===== src/rtl/prioIrqPkg.sv =====
`timescale 1ns/1ps
package prioIrqPkg;
  localparam int NUM_LINES = 8;
  localparam int LINE_W = $clog2(NUM_LINES);
  localparam int DATA_W = 8;
  localparam logic [DATA_W-1:0] BASE_MASK = ~DATA_W'(NUM_LINES - 1);

  typedef enum logic [1:0] {
    ST_RUN    = 2'd0,
    ST_BASE   = 2'd1,
    ST_CASC   = 2'd2,
    ST_FOURTH = 2'd3
  } seqStateT;

  // strobes from control to datapath, one cycle each
  typedef struct packed {
    logic              initClr;
    logic              maskLoad;
    logic              clrIsrLine;
    logic              clrIsrBest;
    logic              rotLine;
    logic              rotBest;
    logic              takeReq;
    logic              dropReq;
    logic [LINE_W-1:0] line;
    logic [DATA_W-1:0] data;
  } strobeT;
endpackage


===== src/rtl/prioIrqScan.sv =====
`timescale 1ns/1ps
module prioIrqScan #(
  parameter int N = 8,
  parameter int W = 3
) (
  input  logic [N-1:0] vec,
  input  logic [W-1:0] offset,
  output logic         valid,
  output logic [W-1:0] line,
  output logic [W-1:0] rank
);
  logic [W-1:0] idx;

  // walk from lowest rank last so the best hit wins
  always_comb begin
    valid = 1'b0;
    line  = '0;
    rank  = '0;
    idx   = '0;
    for (int k = N - 1; k >= 0; k--) begin
      idx = offset + W'(k);
      if (vec[idx]) begin
        valid = 1'b1;
        line  = idx;
        rank  = W'(k);
      end
    end
  end
endmodule


===== src/rtl/prioIrqCtrl.sv =====
`timescale 1ns/1ps
module prioIrqCtrl
  import prioIrqPkg::*;
(
  input  logic              clk,
  input  logic              rstN,
  input  logic              wrEn,
  input  logic              addr,
  input  logic [DATA_W-1:0] wrData,
  input  logic              rdEn,
  input  logic              ackIn,
  output strobeT            stb,
  output logic              rdSelIsr,
  output logic              pollActive,
  output logic [DATA_W-1:0] baseQ,
  output logic              sfnMode
);
  seqStateT state;
  logic     fourthWanted;
  logic     singleMode;
  logic     pollArm;
  logic     initWr;
  logic     cmdWr;
  logic     opWr;
  logic [2:0] opCode;

  assign initWr     = wrEn && !addr && wrData[4];
  assign cmdWr      = wrEn && !addr && !wrData[4] && wrData[3];
  assign opWr       = wrEn && !addr && !wrData[4] && !wrData[3];
  assign opCode     = wrData[7:5];
  assign pollActive = pollArm && rdEn;

  always_ff @(posedge clk) begin
    if (!rstN) begin
      state        <= ST_RUN;
      fourthWanted <= 1'b0;
      singleMode   <= 1'b0;
      sfnMode      <= 1'b0;
      baseQ        <= '0;
      rdSelIsr     <= 1'b0;
      pollArm      <= 1'b0;
    end else begin
      if (pollActive) pollArm <= 1'b0;
      if (initWr) begin
        state        <= ST_BASE;
        fourthWanted <= wrData[0];
        singleMode   <= wrData[1];
        sfnMode      <= 1'b0;
        baseQ        <= '0;
        rdSelIsr     <= 1'b0;
        pollArm      <= 1'b0;
      end else if (cmdWr) begin
        if (wrData[2]) pollArm <= 1'b1;
        if (wrData[1]) rdSelIsr <= wrData[0];
      end else if (wrEn && addr) begin
        case (state)
          ST_BASE: begin
            baseQ <= wrData & BASE_MASK;
            if (!singleMode)      state <= ST_CASC;
            else if (fourthWanted) state <= ST_FOURTH;
            else                  state <= ST_RUN;
          end
          ST_CASC:   state <= fourthWanted ? ST_FOURTH : ST_RUN;
          ST_FOURTH: begin
            sfnMode <= wrData[4];
            state   <= ST_RUN;
          end
          default: ;
        endcase
      end
    end
  end

  always_comb begin
    stb          = '0;
    stb.line     = wrData[LINE_W-1:0];
    stb.data     = wrData;
    stb.initClr  = initWr;
    stb.maskLoad = wrEn && addr && (state == ST_RUN);
    stb.takeReq  = ackIn;
    stb.dropReq  = pollActive;
    if (opWr) begin
      case (opCode)
        3'd1: stb.clrIsrBest = 1'b1;
        3'd5: begin
          stb.clrIsrBest = 1'b1;
          stb.rotBest    = 1'b1;
        end
        3'd3: stb.clrIsrLine = 1'b1;
        3'd7: begin
          stb.clrIsrLine = 1'b1;
          stb.rotLine    = 1'b1;
        end
        3'd6: stb.rotLine = 1'b1;
        default: ;
      endcase
    end
  end
endmodule


===== src/rtl/prioIrqDatapath.sv =====
`timescale 1ns/1ps
module prioIrqDatapath
  import prioIrqPkg::*;
#(
  parameter bit IS_PRIMARY   = 1'b1,
  parameter int CASCADE_LINE = 2
) (
  input  logic                 clk,
  input  logic                 rstN,
  input  logic [NUM_LINES-1:0] reqIn,
  input  strobeT               stb,
  input  logic                 sfnMode,
  output logic [NUM_LINES-1:0] pendQ,
  output logic [NUM_LINES-1:0] isrQ,
  output logic [NUM_LINES-1:0] maskQ,
  output logic                 hit,
  output logic [LINE_W-1:0]    hitLine
);
  logic [LINE_W-1:0]    offsetQ;
  logic [NUM_LINES-1:0] isrGated;
  logic                 pendV, isrV, rawV;
  logic [LINE_W-1:0]    pendLine, isrLine, rawLine;
  logic [LINE_W-1:0]    pendRank, isrRank, rawRank;
  logic [NUM_LINES-1:0] pendN, isrN, maskN;
  logic [LINE_W-1:0]    offsetN;

  generate
    if (IS_PRIMARY) begin : gPrimary
      assign isrGated = isrQ & ~(NUM_LINES'(sfnMode) << CASCADE_LINE);
    end else begin : gSecondary
      assign isrGated = isrQ;
    end
  endgenerate

  prioIrqScan #(.N(NUM_LINES), .W(LINE_W)) uPendScan (
    .vec(pendQ & ~maskQ), .offset(offsetQ),
    .valid(pendV), .line(pendLine), .rank(pendRank)
  );
  prioIrqScan #(.N(NUM_LINES), .W(LINE_W)) uIsrScan (
    .vec(isrGated), .offset(offsetQ),
    .valid(isrV), .line(isrLine), .rank(isrRank)
  );
  prioIrqScan #(.N(NUM_LINES), .W(LINE_W)) uRawScan (
    .vec(isrQ), .offset(offsetQ),
    .valid(rawV), .line(rawLine), .rank(rawRank)
  );

  assign hit     = pendV && (!isrV || (pendRank < isrRank));
  assign hitLine = pendLine;

  always_comb begin
    pendN   = pendQ;
    isrN    = isrQ;
    maskN   = maskQ;
    offsetN = offsetQ;
    if (stb.takeReq && hit) begin
      isrN[hitLine]  = 1'b1;
      pendN[hitLine] = 1'b0;
    end
    if (stb.dropReq && hit) begin
      isrN[hitLine]  = 1'b0;
      pendN[hitLine] = 1'b0;
    end
    if (stb.clrIsrLine) isrN[stb.line] = 1'b0;
    if (stb.clrIsrBest && rawV) isrN[rawLine] = 1'b0;
    if (stb.rotLine) offsetN = stb.line + 1'b1;
    if (stb.rotBest && rawV) offsetN = rawLine + 1'b1;
    if (stb.maskLoad) maskN = stb.data[NUM_LINES-1:0];
    pendN = pendN | reqIn;
    if (stb.initClr) begin
      pendN   = '0;
      isrN    = '0;
      maskN   = '0;
      offsetN = '0;
    end
  end

  always_ff @(posedge clk) begin
    if (!rstN) begin
      pendQ   <= '0;
      isrQ    <= '0;
      maskQ   <= '0;
      offsetQ <= '0;
    end else begin
      pendQ   <= pendN;
      isrQ    <= isrN;
      maskQ   <= maskN;
      offsetQ <= offsetN;
    end
  end
endmodule


===== src/rtl/prioIrqCore.sv =====
`timescale 1ns/1ps
module prioIrqCore
  import prioIrqPkg::*;
#(
  parameter bit IS_PRIMARY   = 1'b1,
  parameter int CASCADE_LINE = 2
) (
  input  logic       clk,
  input  logic       rstN,
  input  logic [7:0] reqIn,
  input  logic       wrEn,
  input  logic       addr,
  input  logic [7:0] wrData,
  input  logic       rdEn,
  output logic [7:0] rdData,
  input  logic       ackIn,
  output logic [7:0] intVector,
  output logic       intOut
);
  strobeT               stb;
  logic                 rdSelIsr;
  logic                 pollActive;
  logic [DATA_W-1:0]    baseQ;
  logic                 sfnMode;
  logic [NUM_LINES-1:0] pendQ, isrQ, maskQ;
  logic                 hit;
  logic [LINE_W-1:0]    hitLine;
  logic [LINE_W-1:0]    takenLine;

  prioIrqCtrl uCtrl (
    .clk(clk), .rstN(rstN), .wrEn(wrEn), .addr(addr), .wrData(wrData),
    .rdEn(rdEn), .ackIn(ackIn), .stb(stb), .rdSelIsr(rdSelIsr),
    .pollActive(pollActive), .baseQ(baseQ), .sfnMode(sfnMode)
  );

  prioIrqDatapath #(.IS_PRIMARY(IS_PRIMARY), .CASCADE_LINE(CASCADE_LINE)) uData (
    .clk(clk), .rstN(rstN), .reqIn(reqIn), .stb(stb), .sfnMode(sfnMode),
    .pendQ(pendQ), .isrQ(isrQ), .maskQ(maskQ), .hit(hit), .hitLine(hitLine)
  );

  // spurious selections report the lowest-ranked code
  assign takenLine = hit ? hitLine : '1;
  assign intOut    = hit;
  assign intVector = baseQ | DATA_W'(takenLine);

  always_comb begin
    if (pollActive)    rdData = DATA_W'(takenLine);
    else if (addr)     rdData = maskQ;
    else if (rdSelIsr) rdData = isrQ;
    else               rdData = pendQ;
  end
endmodule


===== config.mk =====
export PLATFORM = sky130hd
export DESIGN_NAME = prioIrqCore
export DESIGN_NICKNAME = d
export VERILOG_FILES = /design/src/rtl/prioIrqPkg.sv /design/src/rtl/prioIrqScan.sv /design/src/rtl/prioIrqCtrl.sv /design/src/rtl/prioIrqDatapath.sv /design/src/rtl/prioIrqCore.sv
export SDC_FILE = /design/constraint.sdc
export NUM_CORES = 1
export LEC_CHECK = 0
export BUFFER_PORTS_ARGS = -buffer_cell sky130_fd_sc_hd__buf_2
export CORE_MARGIN = 2
export CORE_UTILIZATION = 60
export DETAILED_ROUTE_END_ITERATION = 8
export PLACE_DENSITY_LB_ADDON = 0.3
export SLEW_MARGIN = 20
export SYNTH_ARGS = -nofsm -noshare
export SYNTH_HDL_FRONTEND = slang
export SYNTH_HIERARCHICAL = 1
export SYNTH_SLANG_ARGS = --single-unit

===== constraint.sdc =====
create_clock -name clk -period 12.12 [get_ports clk]
set_clock_uncertainty 0.2 [all_clocks]
set_input_delay 2.424 -clock clk [delete_from_list [all_inputs] [get_ports clk]]
set_output_delay 2.424 -clock clk [all_outputs]
set_load 0.05 [all_outputs]

Word level (Yosys, flattened, before mapping):

Cells that the tools add are included.

* register bits: 39
* latch bits: 0
* RAM bits: 0
* ROM bits: 0
* bits of input ports: 22
* output and inout bits: 17
* word-level logic and storage cells: 233
* memories: 0

* add/sub/neg operators: 9
* $mul: 0
* div/mod/pow operators: 0
* order comparisons: 15
* equal/unequal tests: 9
* shifts and indexed selects: 0
* mux-type cells: 136
* bitwise gates (word level): 17
* reduce and logical (&&, ||, !) cells: 35

Operator list (count)
* $mux W3: 35
* $bmux W1 S3: 24
* $mux W8: 9
* $mux W1: 61
* $and A8 B8 Y8: 7
* $lt A3 B4 Y1 const B: 11
* $not A8 Y8: 4
* $logic_and A1 B1 Y1: 16
* $or A8 B8 Y8: 2
* $add A3 B3 Y3 const B: 4
* $reduce_and A3 Y1: 4
* $add A3 B1 Y3 const B: 3
* $demux W1 S3: 3
* $eq A3 B3 Y1 const B: 3
* $ge A3 B1 Y1 const B: 3
* $not A3 Y8: 1
* $or A8 B3 Y8: 1
* $reduce_or A2 Y1: 4
* $add A3 B2 Y3 const B: 2
* $pmux W2 S3: 1
* $eq A2 B2 Y1 const B: 2
* $logic_not A1 Y1: 4
* $mux W2: 2
* $mux W4: 1
* 12 further kinds: 14

Depth between registers and ports, before layout:

Gate-level depths: netlist (run 1).

* depth after elaboration: 24
* depth in mapped cells: 17
* depth with buffers taken out: 14

By module:

The synthesis (run 1) kept the hierarchy.

Modules (own cells, without submodules)
* prioIrqScan: times used 3, cells each 103, area an instance 920.9 µm², seq. area each 0.0 µm²
* prioIrqDatapath: times used 1, cells each 177, area an instance 1574.0 µm², seq. area each 540.5 µm²
* prioIrqCtrl: times used 1, cells each 84, area an instance 689.4 µm², seq. area each 240.2 µm²
* prioIrqCore: times used 1, cells each 34, area an instance 281.5 µm², seq. area each 0.0 µm²

Worst setup path after synthesis (run 1):

OpenSTA, ideal clock, no wires.

* path kind: register to output
* from: reg uData.offsetQ[0]
* to: out rdData[0]
* arrival time: 4770 ps
* data required time: 9496 ps
* setup slack: 4726 ps
* stages on the path, launching flop included: 17
* path buffers: 3
* cells stage by stage: dfxtp_1 > buf_6 > inv_1 > ha_1 > clkbuf_8 > mux4_2 > a2111oi_4 > a31oi_2 > a21oi_1 > o311a_1 > inv_1 > ha_1 > nand2_1 > a22o_1 > buf_2 > and3b_1 > a211oi_1

* cells in the longest elaborated chain, start to end: 16

RTL lines
* start: declaration: RTL line prioIrqDatapath.sv:19 `logic [LINE_W-1:0] offsetQ;`
* start signal: assignment: RTL line prioIrqDatapath.sv:88 `offsetQ <= offsetN;`
* $add A3 B3 Y3: RTL line prioIrqScan.sv:21 `idx = offset + W'(k);`
* $bmux W1 S3: RTL line prioIrqScan.sv:22 `if (vec[idx]) begin`
* $mux W1 (implied by the code): RTL line prioIrqScan.sv:22
* $mux W3 (7 in a row): RTL line prioIrqScan.sv:22
* $mux W3 *: RTL line prioIrqScan.sv:22
* net uData.isrRank[1]: RTL line prioIrqDatapath.sv:23 `logic [LINE_W-1:0] pendRank, isrRank, rawRank;`
* $lt A3 B3 Y1 *: RTL line prioIrqDatapath.sv:48 `assign hit = pendV && (!isrV || (pendRank < isrRank));`
* $logic_or A1 B1 Y1 *: RTL line prioIrqDatapath.sv:48
* $logic_and A1 B1 Y1 *: RTL line prioIrqDatapath.sv:48
* net intOut: RTL line prioIrqCore.sv:18 `output logic intOut`
* $mux W3 *: RTL line prioIrqCore.sv:42 `assign takenLine = hit ? hitLine : '1;`
* $mux W8 *: RTL line prioIrqCore.sv:47 `if (pollActive) rdData = DATA_W'(takenLine);`
* end: declaration: RTL line prioIrqCore.sv:15 `output logic [7:0] rdData,`

Mark *: on every way through the listed nets, which the timed path passes. The rest lies on a longest branch. The select of a mux whose other input is x is not followed.

Worst setup path after layout (run 1):

* from: reg uData.offsetQ[0]
* to: out rdData[0]

RTL lines
* $add A3 B3 Y3: RTL line prioIrqScan.sv:21
* $bmux W1 S3: RTL line prioIrqScan.sv:22
* $mux W1 (implied by the code): RTL line prioIrqScan.sv:22
* $mux W1 (7 in a row): RTL line prioIrqScan.sv:22
* $mux W1 *: RTL line prioIrqScan.sv:22
* net uData.pendV: RTL line prioIrqDatapath.sv:21 `logic pendV, isrV, rawV;`
* $logic_and A1 B1 Y1 *: RTL line prioIrqDatapath.sv:48
* $mux W3 *: RTL line prioIrqCore.sv:42
* $mux W8 *: RTL line prioIrqCore.sv:47

Marks and branches as above.

==> results_dict.tcl, run 1 <==
set metrics [dict create \
    run_status "completed" \
    routed_wire_length_per_instance_um 19.3 \
    start_kind "flip-flop" \
    grt_first_pass_wirelength_um 20600 \
    initial_core_util_pct 61.5 \
    dieHeight_um 95.3 \
    max-cap-violations 0 \
    dp_slack_ps 4870 \
    period_needed_ps 7630 \
    filler_cell_count 671 \
    cts_buffers 5 \
    synthesis.instances 553 \
    grt.total_usage_pct 28.5 \
    gp_congestion 0.945 \
    tritoncts "built" \
    area.growth.synth_to_final_pct 0.375 \
    floorplan.rows 33 \
    final-hold-violation-count 0 \
    capturing_element_type_of_the_critical_path "output pin" \
    top_level_ports 39 \
    die_w_um 95.3 \
    cts_setup_buffers 0 \
    post_cts_resize_count 0 \
    final-instance-count-excl-fill 659 \
    pin_count_of_the_biggest_net_entering_global_routing 47 \
    grt-ovfl-total 0 \
    reg2reg_to "uData/isrQ[2]" \
    holdCritStartpoint "uCtrl/baseQ[5]" \
    r2r_setup_slack_ps 7070 \
    cts.path.max_buffers 2 \
    leak_pwr_nw 1.93 \
    worst_ep_required_time_ps 9500 \
    avgSynthCellArea_um2 9.05 \
    hold_depth 2 \
    cts_hold_buf 0 \
    antenna_cells_inserted 0 \
    drt_pre_antenna_iters 5 \
    finalSetupViolCount 0 \
    most-common-layout-cells "nor2_1 (48), mux2i_1 (41), nand2_1 (39), inv_1 (38), buf_2 (38)" \
    fin_crit_sh_pct 63.0 \
    io_buf_count 38 \
    post_synthesis_instance_area_um2 5000 \
    yosys_warnings 6 \
    routed_via_density 6.81 \
    worst-endpoint-arrival_ps 5010 \
    routed_wl_um 12700 \
    via_count 4485 \
    hp-class "flip-flop to flip-flop" \
    layout_setup_ws_ps 4490 \
    initial_antenna_violation_count 0 \
    vdd_drop_max_mv 0.113 \
    post_route_cells_drive_above_1_share_pct 21.7 \
    clock_insertion_delay_worst_skew_ps 290 \
    regToRegStartpoint "uData/offsetQ[0]" \
    dp.final_hpwl_um 9320 \
    max-slew-margin-rel_pct 35.2 \
    commonest_non_fill_non_tap_cell_in_the_layout "nor2_1" \
    drtIter0Drc 404 \
    cts_htree_levels 2 \
    clock-sinks 39 \
    fin_nets 584 \
    worst_pin_slew_ps 968 \
    holdPathEnd "uCtrl/baseQ[5]" \
    postRouteAntennaNets 0 \
    area_enclosed_by_the_die_boundary_um2 9090 \
    placeableCoreArea_um2 8130 \
    drc_errors 0 \
    power.density_cell_area_nw_per_um2 98.8 \
    dp_cells 651 \
    grt_setup_unrepaired "no" \
    clock-root-buffer "clkbuf_8" \
    achievable-frequency_ghz 0.131 \
    setup_tns_ps 0 \
    path_max_fanout 38 \
    crit_type "flip-flop to output pin" \
    rr_worst_depth 11 \
    grt_pass1_vias 4172 \
    final-max-slew-violation-count 0 \
    worst_setup_hold_path_clk_slew_ps 80 \
]
-- power by group --
group	total (mW)	internal (mW)	switching, mW
Sequential	0.151	0.135	0.0154
Combinational	0.258	0.0934	0.165
Clock	0.0871	0.0394	0.0477
Total	0.496	0.268	0.228
-- final cells by class --
| type | count | area [um2] | area share [%] |
|---|---|---|---|
| clock buffers | 5 | 68.8 | 1.37 |
| inverters | 38 | 143 | 2.84 |
| well taps | 105 | 131 | 2.62 |
| multi-input cells | 427 | 3660 | 72.9 |
| clock inverters | 3 | 15.0 | 0.299 |
| repair buffers | 42 | 220 | 4.38 |
| flip-flops and latches | 39 | 783 | 15.6 |
-- flip-flops by register name (all words and copies together) (netlist names) --
signal	cells
uData/isrQ	8
uData/maskQ	8
uData/pendQ	8
uCtrl/baseQ	5
uData/offsetQ	3
uCtrl/state	2
uCtrl/fourthWanted	1
uCtrl/pollArm	1
uCtrl/rdSelIsr	1
uCtrl/sfnMode	1
uCtrl/singleMode	1
-- metal layers --
| layer | part of all wire, % | wire length, um | global-route usage (%) | vias to the layer above |
|---|---|---|---|---|
| met5 | 0 | 0 | 0 | - |
| met4 | 2.1 | 261 | 9.78 | 0 |
| met3 | 6.5 | 833 | 3.87 | 25 |
| met2 | 49 | 6200 | 46.0 | 224 |
| met1 | 43 | 5430 | 39.3 | 2165 |
| li1 | - | - | - | 2071 |
-- stage by stage --
stage / total power, mW / utilization, % / hold slack (ps) / instance area, um2
CTS: 0.492 / 61.8 / 264 / 5020
finish: 0.496 / 61.8 / 262 / 5020
floorplan: 0.355 / - / 246 / 5010
global placement: 0.398 / 60.7 / 244 / 4940
global route: 0.522 / 61.8 / 298 / 5020
detailed placement: 0.406 / 60.7 / 251 / 4940
-- worst max path at each step --
stage	from	to	slack, ps	cells after the start
4_1_cts	uData/offsetQ[0]	rdData[0]	4510	12
2_1_floorplan	uData/offsetQ[0]	rdData[0]	4800	13
6_report	uData/offsetQ[0]	rdData[0]	4490	12
3_5_place_dp	uData/offsetQ[0]	rdData[0]	4870	12
3_3_place_gp	uData/offsetQ[0]	rdData[0]	5010	12
5_1_grt	uData/offsetQ[0]	rdData[0]	4090	12
-- critical path, cell delays in order, from the launching register on --
cell and delay (ps):
dfxtp_2 970, inv_1 230, ha_1 570, mux4_2 430
and2_1 230, a2111oi_4 340, a31oi_2 110, or3_1 480
nor3b_1 180, a22o_1 410, and3b_1 250, a211oi_1 210
buf_2 300
No activity file was read; power rests on OpenSTA's default activity.
==> run 2, diff against run 1 <==
--- a/config.mk
+++ b/config.mk
@@ -7,7 +7,7 @@
 export LEC_CHECK = 0
 export BUFFER_PORTS_ARGS = -buffer_cell sky130_fd_sc_hd__buf_2
 export CORE_MARGIN = 2
-export CORE_UTILIZATION = 60
+export CORE_UTILIZATION = 57
 export DETAILED_ROUTE_END_ITERATION = 8
 export PLACE_DENSITY_LB_ADDON = 0.3
 export SLEW_MARGIN = 20
==> constraint.sdc (replaced) <==
create_clock -name clk -period 6.99 [get_ports clk]
set_clock_uncertainty 0.2 [all_clocks]
set_input_delay 1.398 -clock clk [delete_from_list [all_inputs] [get_ports clk]]
set_output_delay 1.398 -clock clk [all_outputs]
set_load 0.05 [all_outputs]
==> run 2 against run 1 <==
Compared with the run above: critical path depth stayed put; clock-buffer cell count stayed put; worst setup slack worse by 3700 ps; critical path type unchanged; utilization is 3.3 points lower; register-to-register slack worse by 5100 ps; non-clock buffer count is 1 higher; total power is 75% higher; clock power is 84% higher; wire length is 2.4% lower; sequential power is 74% higher; die area is 5.0% higher.
==> results_dict.tcl, run 2 (same netlist as run 1, synthesis figures left out) <==
set metrics [dict create \
    drc_errors 0 \
    hp-class "flip-flop to flip-flop" \
    clock-root-buffer "clkbuf_8" \
    post_route_cells_drive_above_1_share_pct 22.0 \
    r2r_setup_slack_ps 2020 \
    cts_htree_levels 2 \
    post_cts_resize_count 0 \
    cp_cell_sequence "inv_1 -> ha_1 -> mux4_2 -> and2_1 -> a2111oi_4 -> a31oi_2 -> or3_1 -> nor3b_1 -> a22o_1 -> and3b_1 -> a211oi_1 -> buf_2" \
    cpMaxStageDelayCell "dfxtp_2" \
    worst-endpoint-arrival_ps 4620 \
    pin_count_of_the_biggest_net_entering_global_routing 28 \
    leak_pwr_nw 1.92 \
    reg2reg_to "uData/offsetQ[2]" \
    most-common-layout-cells "nor2_1 (48), mux2i_1 (41), nand2_1 (39), inv_1 (38), buf_2 (38)" \
    clock-sinks 39 \
    cp-startpoint "uData/offsetQ[0]" \
    gp_congestion 0.971 \
    hold_depth 2 \
    grt_first_pass_wirelength_um 20600 \
    commonest_non_fill_non_tap_cell_in_the_layout "nor2_1" \
    internal_power_uw 468 \
    regToRegStartpoint "uData/offsetQ[1]" \
    grt-ovfl-total 0 \
    crit_family "simple AND/OR/NAND/NOR gates" \
    crit_type "flip-flop to output pin" \
    worst_ep_required_time_ps 5390 \
    routed_wire_length_per_instance_um 18.7 \
    initial_core_util_pct 58.0 \
    cts.path.max_buffers 2 \
    fin_nets 585 \
    max-slew-margin-rel_pct 36.9 \
    timing.critical_path.slowest_cell_delay_ps 690 \
    setup_tns_ps 0 \
    netSwitchingFraction_pct 46.0 \
    dieHeight_um 97.7 \
    capturing_element_type_of_the_critical_path "output pin" \
    rr_worst_depth 14 \
    grt.total_usage_pct 25.9 \
    cts_setup_buffers 0 \
    placeableCoreArea_um2 8640 \
    layout_top_registers "uData/isrQ x8, uData/maskQ x8, uData/pendQ x8" \
    area_enclosed_by_the_die_boundary_um2 9550 \
    vdd_drop_max_mv 0.129 \
    critical_path.n_buffers_inverters 2 \
    floorplan.rows 34 \
    start_kind "flip-flop" \
    finalSetupViolCount 0 \
    drt_pre_antenna_iters 5 \
    grt_pass1_vias 4234 \
    power.density_cell_area_nw_per_um2 172 \
    via_count 4421 \
    period_needed_ps 6220 \
    clock_insertion_delay_worst_skew_ps 300 \
    seq_power_share_pct 30.3 \
    grt_setup_unrepaired "no" \
    drtIter0Drc 440 \
    cts_hold_buf 0 \
    initial_antenna_violation_count 0 \
    run_status "completed" \
    worst_setup_hold_path_clk_slew_ps 80 \
    routed_via_density 6.67 \
    routed_wl_um 12400 \
    switchingPower_uw 399 \
    achievable-frequency_ghz 0.161 \
    dp.final_hpwl_um 9300 \
    postRouteAntennaNets 0 \
    final_core_utilization_pct 58.4 \
    cp_num_cells 12 \
    max-cap-violations 0 \
    antenna_cells_inserted 0 \
    area.growth.synth_to_final_pct 0.800 \
    fin_crit_sh_pct 88.9 \
    tritoncts "built" \
    power_frac_comb_pct 51.2 \
    die_w_um 97.7 \
    worst_pin_slew_ps 942 \
    path_max_fanout 23 \
    top_level_ports 39 \
    io_buf_count 38 \
    cts_buffers 5 \
    share_of_power_burned_in_the_clock_network_pct 18.5 \
    final-hold-violation-count 0 \
    crit_path_end "rdData[1]" \
    final-max-slew-violation-count 0 \
]
[run 2: cell count changes in the layout (fill, tap and decap cells not counted), sizes merged]
cell      change
inv           +1
clkinv        -3
buf           +1
clkinvlp      +2
[run 2: cell type report]
class / count / area [um2]
repair buffers: 43 / 228
flip-flops and latches: 39 / 785
clock inverters: 3 / 23.8
multi-input cells: 427 / 3660
inverters: 38 / 143
fillers: 789 / 3590
well taps: 108 / 135
clock buffers: 5 / 68.8
[run 2: worst min path at each step]
stage	start	endpoint	slack, ps
global placement	uCtrl/baseQ[4]	uCtrl/baseQ[4]	240
finish	uCtrl/baseQ[6]	uCtrl/baseQ[6]	260
CTS	uCtrl/baseQ[6]	uCtrl/baseQ[6]	260
floorplan	uCtrl/pollArm	uCtrl/pollArm	250
global route	uCtrl/baseQ[7]	uCtrl/baseQ[7]	290
detailed placement	uCtrl/baseQ[3]	uCtrl/baseQ[3]	250
[run 2: layer usage]
layer / GRT usage [%] / wire [um]
met1: 33.5 / 5110
met2: 45.1 / 6240
met3: 3.38 / 715
met4: 8.55 / 352
met5: 0 / 0
[run 2: worst min-delay path, stage by stage, from the launching register on]
cell and delay, ps:
dfxtp_1 320, nand2_1 50, a21oi_1 50
[run 2: power groups by stage]
stage	combinational, mW	sequential, mW	clock [mW]
floorplan	0.360	0.255	0
global placement	0.429	0.266	0
detailed placement	0.436	0.267	0
CTS	0.438	0.262	0.163
global route	0.477	0.265	0.170
finish	0.444	0.263	0.160
[run 2: per-stage QoR]
step	power [mW]	worst slack, ps	cell area [um2]	std cells	hold slack (ps)
6_report	0.867	774	5040	663	262
5_1_grt	0.912	478	5040	663	289
4_1_cts	0.863	785	5040	663	263
3_5_place_dp	0.703	1140	4950	655	249
3_3_place_gp	0.695	1230	4950	655	242
2_1_floorplan	0.615	697	5010	555	246
